===== config.mk =====
export PLATFORM = sky130hd
export DESIGN_NAME = ppio_top
export DESIGN_NICKNAME = d
export VERILOG_FILES = /design/src/rtl/ppio_pkg.sv /design/src/rtl/ppio_bus_edge.sv /design/src/rtl/ppio_sync.sv /design/src/rtl/ppio_cfg.sv /design/src/rtl/ppio_hs_chan.sv /design/src/rtl/ppio_top.sv
export SDC_FILE = /design/constraint.sdc
export NUM_CORES = 1
export LEC_CHECK = 0
export ABC_AREA = 0
export CAP_MARGIN = 5
export CORE_UTILIZATION = 50
export DETAILED_ROUTE_END_ITERATION = 8
export GPL_TIMING_DRIVEN = 0
export PLACE_DENSITY = 0.9
export SLEW_MARGIN = 5
export SYNTH_ARGS = -nofsm -noshare
export SYNTH_HDL_FRONTEND = slang
export SYNTH_SLANG_ARGS = --single-unit

===== constraint.sdc =====
create_clock -name clk -period 2.05 [get_ports clk]
set_clock_uncertainty 0.15 [all_clocks]
set_input_delay 0.41 -clock clk [delete_from_list [all_inputs] [get_ports clk]]
set_output_delay 0.41 -clock clk [all_outputs]
set_load 0.02 [all_outputs]

===== src/rtl/ppio_pkg.sv =====
package ppio_pkg;

   localparam int unsigned DW = 8;

   localparam logic [1:0] SEL_PA  = 2'd0;
   localparam logic [1:0] SEL_PB  = 2'd1;
   localparam logic [1:0] SEL_PC  = 2'd2;
   localparam logic [1:0] SEL_CTL = 2'd3;

   // port C handshake positions; peripherals wire to these
   localparam int unsigned PC_INTR_B = 0;
   localparam int unsigned PC_FLAG_B = 1;
   localparam int unsigned PC_STRB_B = 2;
   localparam int unsigned PC_INTR_A = 3;
   localparam int unsigned PC_STB_A  = 4;
   localparam int unsigned PC_IBF_A  = 5;
   localparam int unsigned PC_ACK_A  = 6;
   localparam int unsigned PC_OBF_A  = 7;

   typedef struct packed {
      logic a_m1;
      logic a_in;
      logic cu_in;
      logic b_m1;
      logic b_in;
      logic cl_in;
   } ppio_cfg_t;

   function automatic ppio_cfg_t cw_decode(input logic [DW-1:0] cw);
      ppio_cfg_t c;
      c.a_m1  = cw[5];
      c.a_in  = cw[4];
      c.cu_in = cw[3];
      c.b_m1  = cw[2];
      c.b_in  = cw[1];
      c.cl_in = cw[0];
      return c;
   endfunction

endpackage


===== src/rtl/ppio_bus_edge.sv =====
module ppio_bus_edge (
   input  logic clk,
   input  logic rst_n,
   input  logic rd_n,
   input  logic wr_n,
   output logic rd_rise,
   output logic wr_rise
);
   logic rd_q;
   logic wr_q;

   always_ff @(posedge clk or negedge rst_n) begin
      if (!rst_n) begin
         rd_q <= 1'b1;
         wr_q <= 1'b1;
      end else begin
         rd_q <= rd_n;
         wr_q <= wr_n;
      end
   end

   assign rd_rise = rd_n & ~rd_q;
   assign wr_rise = wr_n & ~wr_q;

endmodule


===== src/rtl/ppio_sync.sv =====
module ppio_sync #(
   parameter int unsigned STAGES = 2
) (
   input  logic clk,
   input  logic rst_n,
   input  logic d,
   output logic q
);
   generate
      if (STAGES == 0) begin : g_pass
         assign q = d;
      end else begin : g_chain
         logic [STAGES-1:0] sh;
         always_ff @(posedge clk or negedge rst_n) begin
            if (!rst_n) begin
               sh <= '1;
            end else begin
               sh[0] <= d;
               for (int i = 1; i < int'(STAGES); i++) begin
                  sh[i] <= sh[i-1];
               end
            end
         end
         assign q = sh[STAGES-1];
      end
   endgenerate

endmodule


===== src/rtl/ppio_cfg.sv =====
module ppio_cfg
   import ppio_pkg::*;
#(
   parameter logic [DW-1:0] RESET_CW = 8'h9B
) (
   input  logic          clk,
   input  logic          rst_n,
   input  logic          cw_wr,
   input  logic          pc_wr,
   input  logic [DW-1:0] wdata,
   output ppio_cfg_t     cfg_q,
   output logic [DW-1:0] pc_lat,
   output logic          mode_set
);
   logic bsr_cmd;

   assign mode_set = cw_wr & wdata[7] & ~wdata[6];
   assign bsr_cmd  = cw_wr & ~wdata[7];

   always_ff @(posedge clk or negedge rst_n) begin
      if (!rst_n) begin
         cfg_q  <= cw_decode(RESET_CW);
         pc_lat <= '0;
      end else if (mode_set) begin
         cfg_q  <= cw_decode(wdata);
         pc_lat <= '0;
      end else if (bsr_cmd) begin
         pc_lat[wdata[3:1]] <= wdata[0];
      end else if (pc_wr) begin
         pc_lat <= wdata;
      end
   end


   bsr_bit_chk: assert property (@(posedge clk) disable iff (!rst_n)
      (cw_wr && !wdata[7]) |=> (pc_lat[$past(wdata[3:1])] == $past(wdata[0])));


   bsr_cfg_chk: assert property (@(posedge clk) disable iff (!rst_n)
      (cw_wr && !wdata[7]) |=> $stable(cfg_q));


   mode2_ignore_chk: assert property (@(posedge clk) disable iff (!rst_n)
      (cw_wr && wdata[7] && wdata[6] && !pc_wr) |=> ($stable(cfg_q) && $stable(pc_lat)));


   pc_clear_chk: assert property (@(posedge clk) disable iff (!rst_n)
      (cw_wr && wdata[7] && !wdata[6]) |=> (pc_lat == '0));

endmodule


===== src/rtl/ppio_hs_chan.sv =====
module ppio_hs_chan #(
   parameter int unsigned W = 8
) (
   input  logic         clk,
   input  logic         rst_n,
   input  logic         clr,
   input  logic         mode1,
   input  logic         is_input,
   input  logic         inte,
   input  logic         sa_n,
   input  logic         host_wr,
   input  logic         host_rd,
   input  logic [W-1:0] wdata,
   input  logic [W-1:0] pins,
   output logic [W-1:0] out_lat,
   output logic [W-1:0] in_lat,
   output logic         ibf,
   output logic         obf_n,
   output logic         intr
);
   logic obf_q;
   logic ack_done;
   logic hs_out;
   logic hs_in;

   assign hs_out = mode1 & ~is_input;
   assign hs_in  = mode1 & is_input;

   always_ff @(posedge clk or negedge rst_n) begin
      if (!rst_n) begin
         out_lat  <= '0;
         in_lat   <= '0;
         ibf      <= 1'b0;
         obf_q    <= 1'b0;
         ack_done <= 1'b0;
      end else if (clr) begin
         out_lat  <= '0;
         in_lat   <= '0;
         ibf      <= 1'b0;
         obf_q    <= 1'b0;
         ack_done <= 1'b0;
      end else begin
         if (host_wr) begin
            out_lat <= wdata;
            if (hs_out) begin
               obf_q    <= 1'b1;
               ack_done <= 1'b0;
            end
         end else if (hs_out && !sa_n && obf_q) begin
            obf_q    <= 1'b0;
            ack_done <= 1'b1;
         end
         if (hs_in && !sa_n) begin
            in_lat <= pins;
            ibf    <= 1'b1;
         end else if (hs_in && host_rd) begin
            ibf <= 1'b0;
         end
      end
   end

   assign obf_n = ~obf_q;
   assign intr  = mode1 & inte & (is_input ? ibf : ack_done);


   ibf_set_chk: assert property (@(posedge clk) disable iff (!rst_n)
      (hs_in && !sa_n && !clr) |=> ibf);


   obf_set_chk: assert property (@(posedge clk) disable iff (!rst_n)
      (host_wr && hs_out && !clr) |=> !obf_n);


   clr_flags_chk: assert property (@(posedge clk) disable iff (!rst_n)
      clr |=> (!ibf && obf_n && (out_lat == '0)));

endmodule


===== src/rtl/ppio_top.sv =====
module ppio_top
   import ppio_pkg::*;
#(
   parameter int unsigned     SYNC_STAGES = 2,
   parameter logic [DW-1:0]   RESET_CW    = 8'h9B
) (
   input  logic          clk,
   input  logic          rst_n,
   input  logic [1:0]    addr,
   input  logic          rd_n,
   input  logic          wr_n,
   input  logic [DW-1:0] d_in,
   output logic [DW-1:0] d_out,
   output logic          d_oe,
   input  logic [DW-1:0] pa_in,
   output logic [DW-1:0] pa_out,
   output logic          pa_oe,
   input  logic [DW-1:0] pb_in,
   output logic [DW-1:0] pb_out,
   output logic          pb_oe,
   input  logic [DW-1:0] pc_in,
   output logic [DW-1:0] pc_out,
   output logic [DW-1:0] pc_oe
);
   localparam int unsigned NCH = 2;

   generate
      if (SYNC_STAGES > 3) begin : g_bad_sync
         $error("ppio_top: SYNC_STAGES above 3 is not supported");
      end
      if ((RESET_CW[7] != 1'b1) || (RESET_CW[6] != 1'b0)) begin : g_bad_cw
         $error("ppio_top: RESET_CW must be a mode-set word without bidirectional mode");
      end
   endgenerate

   logic          rd_rise, wr_rise;
   logic          cw_wr, pc_wr, mode_set;
   ppio_cfg_t     cfg;
   logic [DW-1:0] pc_lat;
   logic [DW-1:0] pc_rd;

   logic [NCH-1:0] ch_m1, ch_in, ch_inte, ch_sa_raw, ch_sa;
   logic [NCH-1:0] ch_wr, ch_rd, ch_ibf, ch_obfn, ch_intr;
   logic [DW-1:0]  ch_pins [NCH];
   logic [DW-1:0]  ch_out  [NCH];
   logic [DW-1:0]  ch_inl  [NCH];

   ppio_bus_edge u_edge (
      .clk     (clk),
      .rst_n   (rst_n),
      .rd_n    (rd_n),
      .wr_n    (wr_n),
      .rd_rise (rd_rise),
      .wr_rise (wr_rise)
   );

   assign cw_wr = wr_rise & (addr == SEL_CTL);
   assign pc_wr = wr_rise & (addr == SEL_PC);

   ppio_cfg #(.RESET_CW(RESET_CW)) u_cfg (
      .clk      (clk),
      .rst_n    (rst_n),
      .cw_wr    (cw_wr),
      .pc_wr    (pc_wr),
      .wdata    (d_in),
      .cfg_q    (cfg),
      .pc_lat   (pc_lat),
      .mode_set (mode_set)
   );

   // channel 0 is port A, channel 1 is port B
   assign ch_m1[0]     = cfg.a_m1;
   assign ch_in[0]     = cfg.a_in;
   assign ch_inte[0]   = cfg.a_in ? pc_lat[PC_STB_A] : pc_lat[PC_ACK_A];
   assign ch_sa_raw[0] = cfg.a_in ? pc_in[PC_STB_A] : pc_in[PC_ACK_A];
   assign ch_wr[0]     = wr_rise & (addr == SEL_PA);
   assign ch_rd[0]     = rd_rise & (addr == SEL_PA);
   assign ch_pins[0]   = pa_in;

   assign ch_m1[1]     = cfg.b_m1;
   assign ch_in[1]     = cfg.b_in;
   assign ch_inte[1]   = pc_lat[PC_STRB_B];
   assign ch_sa_raw[1] = pc_in[PC_STRB_B];
   assign ch_wr[1]     = wr_rise & (addr == SEL_PB);
   assign ch_rd[1]     = rd_rise & (addr == SEL_PB);
   assign ch_pins[1]   = pb_in;

   generate
      for (genvar g = 0; g < int'(NCH); g++) begin : g_ch
         ppio_sync #(.STAGES(SYNC_STAGES)) u_sync (
            .clk   (clk),
            .rst_n (rst_n),
            .d     (ch_sa_raw[g]),
            .q     (ch_sa[g])
         );
         ppio_hs_chan #(.W(DW)) u_chan (
            .clk      (clk),
            .rst_n    (rst_n),
            .clr      (mode_set),
            .mode1    (ch_m1[g]),
            .is_input (ch_in[g]),
            .inte     (ch_inte[g]),
            .sa_n     (ch_sa[g]),
            .host_wr  (ch_wr[g]),
            .host_rd  (ch_rd[g]),
            .wdata    (d_in),
            .pins     (ch_pins[g]),
            .out_lat  (ch_out[g]),
            .in_lat   (ch_inl[g]),
            .ibf      (ch_ibf[g]),
            .obf_n    (ch_obfn[g]),
            .intr     (ch_intr[g])
         );
      end
   endgenerate

   assign pa_out = ch_out[0];
   assign pb_out = ch_out[1];
   assign pa_oe  = ~cfg.a_in;
   assign pb_oe  = ~cfg.b_in;

   // port C ownership: general halves first, handshake lines override
   always_comb begin
      logic half_in;
      for (int i = 0; i < int'(DW); i++) begin
         half_in   = (i >= 4) ? cfg.cu_in : cfg.cl_in;
         pc_out[i] = pc_lat[i];
         pc_oe[i]  = ~half_in;
         pc_rd[i]  = half_in ? pc_in[i] : pc_lat[i];
      end
      if (cfg.a_m1) begin
         pc_out[PC_INTR_A] = ch_intr[0];
         pc_oe[PC_INTR_A]  = 1'b1;
         pc_rd[PC_INTR_A]  = ch_intr[0];
         if (cfg.a_in) begin
            pc_oe[PC_STB_A]  = 1'b0;
            pc_rd[PC_STB_A]  = pc_lat[PC_STB_A];
            pc_out[PC_IBF_A] = ch_ibf[0];
            pc_oe[PC_IBF_A]  = 1'b1;
            pc_rd[PC_IBF_A]  = ch_ibf[0];
         end else begin
            pc_oe[PC_ACK_A]  = 1'b0;
            pc_rd[PC_ACK_A]  = pc_lat[PC_ACK_A];
            pc_out[PC_OBF_A] = ch_obfn[0];
            pc_oe[PC_OBF_A]  = 1'b1;
            pc_rd[PC_OBF_A]  = ch_obfn[0];
         end
      end
      if (cfg.b_m1) begin
         pc_out[PC_INTR_B] = ch_intr[1];
         pc_oe[PC_INTR_B]  = 1'b1;
         pc_rd[PC_INTR_B]  = ch_intr[1];
         pc_out[PC_FLAG_B] = cfg.b_in ? ch_ibf[1] : ch_obfn[1];
         pc_oe[PC_FLAG_B]  = 1'b1;
         pc_rd[PC_FLAG_B]  = cfg.b_in ? ch_ibf[1] : ch_obfn[1];
         pc_oe[PC_STRB_B]  = 1'b0;
         pc_rd[PC_STRB_B]  = pc_lat[PC_STRB_B];
      end
   end

   always_comb begin
      unique case (addr)
         SEL_PA:  d_out = cfg.a_in ? (cfg.a_m1 ? ch_inl[0] : pa_in) : ch_out[0];
         SEL_PB:  d_out = cfg.b_in ? (cfg.b_m1 ? ch_inl[1] : pb_in) : ch_out[1];
         SEL_PC:  d_out = pc_rd;
         default: d_out = '0;
      endcase
   end

   assign d_oe = ~rd_n;


   modeset_clear_chk: assert property (@(posedge clk) disable iff (!rst_n)
      (cw_wr && d_in[7] && !d_in[6]) |=> ((pa_out == '0) && (pb_out == '0)));


   oe_cfg_chk: assert property (@(posedge clk) disable iff (!rst_n)
      (cw_wr && d_in[7] && !d_in[6]) |=> ((pa_oe == !$past(d_in[4])) && (pb_oe == !$past(d_in[1]))));


   ctl_read_zero_chk: assert property (@(posedge clk) disable iff (!rst_n)
      (!rd_n && (addr == SEL_CTL)) |-> (d_out == '0));

endmodule


==> results.toml <==
[final_layout]
layout-drive-gt1-share = 0.2825
antenna_cells = 0
final_nets = 525
fillers = 394
fin_util = 0.7729
fin_area_um2 = 4936
syn2layout_area_growth_pct = 48.48

[placement]
portBuffers = 78
place_congestion = 0.9698
place_hpwl_mm = 7.344
dp_slack_ns = -1.412
post_dp_cell_area_um2 = 4232

[timing]
hold_viol_final = 0
clock.fmax_mhz = 382.5
tightest_slew_ns = 0.6761
holdWs_ns = 0.2085
finalMaxSlewViolations = 0
rsz0062_at_grt = "true"
setup_violations = 20
period_needed_ns = 2.614
fin_ws_ns = -0.5644
relSlewSlack = 0.5493
min_period_over_period = 1.275

[global_routing]
grt_use_met2 = 0.5589
grt_pass1_vias = 3577
grtUsageMet3 = 0.09792
grt_pass1_wl_mm = 18.49
gr-total-overflow = 0
busiest_layer = "met2"
antenna_found_initial = 0
grt_use_met1 = 0.4228
grt_max_degree = 37
track_usage = 0.3467

[min_path]
hold_class = "flip-flop to flip-flop"
min_from = "g_ch[1].u_sync.g_chain.sh[0]"

[floorplanning]
num_io_pins = 81
dieArea_um2 = 6979
core_um2 = 6386
dieHeight_um = 83.54
die_w_um = 83.54
start_util = 0.5206
rows = 29

[clock_network]
cts_root_buffer = "clkbuf_8"
cts_tree = "done"
clk_path_buf_depth = 2
clk_pin_slew_ns = 0.07
htree_levels = 3
cts_made_buffers = 9
insertion_delay_ns = 0.35
cts_sinks = 58

[synth]
synth_area_um2 = 3324
ys_top_cells_by_count = "dfrtp_1 (48), nand2_1 (45), mux2i_1 (41)"
synth_edf_count = 0
synth_nets = 415
synth-seq-cells = 58
postSynthAreaPerCell_um2 = 8.818
yosys_warnings = 0
syn_inst = 377
yosysSeqAreaShare = 0.4403
synth_top_area_frac = 0.3613
ys_top_cells_by_area = "dfrtp_1 (36%), mux2i_1 (12%), dfstp_2 (7.9%)"
synth_cell_types = 37
ys.flop_type = "dfrtp_1"
async_flop_share = 1.000
synth_top_cell_by_area = "dfrtp_1"
yosysMostFrequentCell = "dfrtp_1"

[worst_setup_path]
crit_type = "flip-flop to primary output"
regToRegStartpoint = "u_edge.wr_q"
crit_fanout = 3
start_kind = "flip-flop"
required_ns = 1.49
crit_start = "u_cfg.cfg_q[0]"
cp.arrival_ns = 2.05
crit_path_end_kind = "primary output"

[pwr]
p_leak_nw = 2.220
ir_drop_mv = 0.9114
power_frac_comb = 0.448
switching_share = 0.3828
p_int_w = 0.003204
clkPwrFrac = 0.210
power_switching_w = 0.001987
powerDensity_nw_per_um2 = 1052
p_seq_frac = 0.341
p_total_w = 0.005191

[run]
maxCapViolations = 0

[drt]
wl_per_cell_um = 23.64
viasPerCell = 6.754
first_pass_iters = 7
vias = 3843
drc_errors = 0
antenna_left = 0
wl_mm = 13.45
drt_iter0_markers = 633

[run_status]
violations = "setup timing"
status = "complete, but fails checks"
## registers in the layout (all words and copies together) (netlist names)
register	flops
g_ch.u_chan.obf_q	2
g_ch.u_chan.ack_done	2
g_ch.u_chan.in_lat	16
g_ch.u_chan.out_lat	16
u_edge.wr_q	1
u_cfg.cfg_q	6
u_cfg.pc_lat	8
g_ch.u_chan.ibf	2
u_edge.rd_q	1
g_ch.u_sync.g_chain.sh	4
## cell usage in the layout (no fill, tap or decap), drive strengths merged, types with 5 or more instances in the layout
cell type,n
a211oi,10
a21oi,40
buf,58
clkbuf,32
clkdlybuf4s50,49
dfrtp,48
dfstp,10
dlygate4sd2,5
inv,11
mux2,9
mux2i,41
nand2,45
nand2b,5
nand3,6
nor2,37
nor3,9
o21ai,34
o31ai,5
## kinds of logic after synthesis
group / Yosys count / share of synthesized area
and+or+nand+nor: 118 / 0.1611
AOI/OAI and AO/OA: 105 / 0.1822
buffers and inverters: 46 / 0.06248
DFF: 58 / 0.4403
muxes: 50 / 0.1539
## critical path, stage by stage, from the launching register on
cell     delay [ns]
dfstp_2        0.61
mux2i_2        0.41
a21oi_2        0.13
a21oi_1        0.28
nor2_1         0.11
buf_4          0.17
## what timing repair did
item	4_1_cts	5_1_grt
gates cloned	2	0
setup buffers	9	10
resized for setup	169	40
pin swaps	9	14
hold endpoints to repair	18	0
endpoints found under the setup margin	58	58
hold buffers	1	0
## metrics by stage
step	TNS (ns)	std cells
after global placement	-99.30	532
after global routing	-5.385	569
after detailed placement	-29.23	533
final	-4.320	569
after CTS	-2.845	559
after floorplan	0	377
## area by class of cell
cell class,count,area [um2],share of cell area
flip-flops and latches,58,1465,0.2968
well taps,77,96.34,0.01952
multi-input cells,273,1882,0.3812
clock inverters,2,35.03,0.007098
inverters,11,41.29,0.008365
repair buffers,101,973.4,0.1972
plain buffers,33,280.3,0.05678
clock buffers,14,162.7,0.03295
## final timing paths
path                                                 to  cells after the start  slack (ns)
max                                            d_out[3]                      5       -0.56
min                        g_ch[1].u_sync.g_chain.sh[1]                      0        0.21
max reg2reg                             u_cfg.pc_lat[4]                      6           0
min reg2reg                g_ch[1].u_sync.g_chain.sh[1]                      0        0.21
max in group asynchronous                u_cfg.cfg_q[0]                      3        0.66
min in group asynchronous      g_ch[0].u_chan.in_lat[5]                      2        0.43
## power by group through the flow
| stage | registers [W] | logic [W] | clock network, W |
|---|---|---|---|
| finish | 0.00177 | 0.00233 | 0.00109 |
| global route | 0.00179 | 0.00242 | 0.00113 |
| CTS | 0.00172 | 0.00204 | 0.00107 |
| detailed placement | 0.00170 | 0.00175 | 0 |
| global placement | 0.00167 | 0.00169 | 0 |
| floorplan | 0.00171 | 0.00100 | 0 |
## routing by layer
layer	up-vias	wire [um]
met2	388	6246
met1	1804	4689
met3	107	1547
met4	0	969
met5	-	0
li1	1544	-
Power figures use the tool's default switching activity.
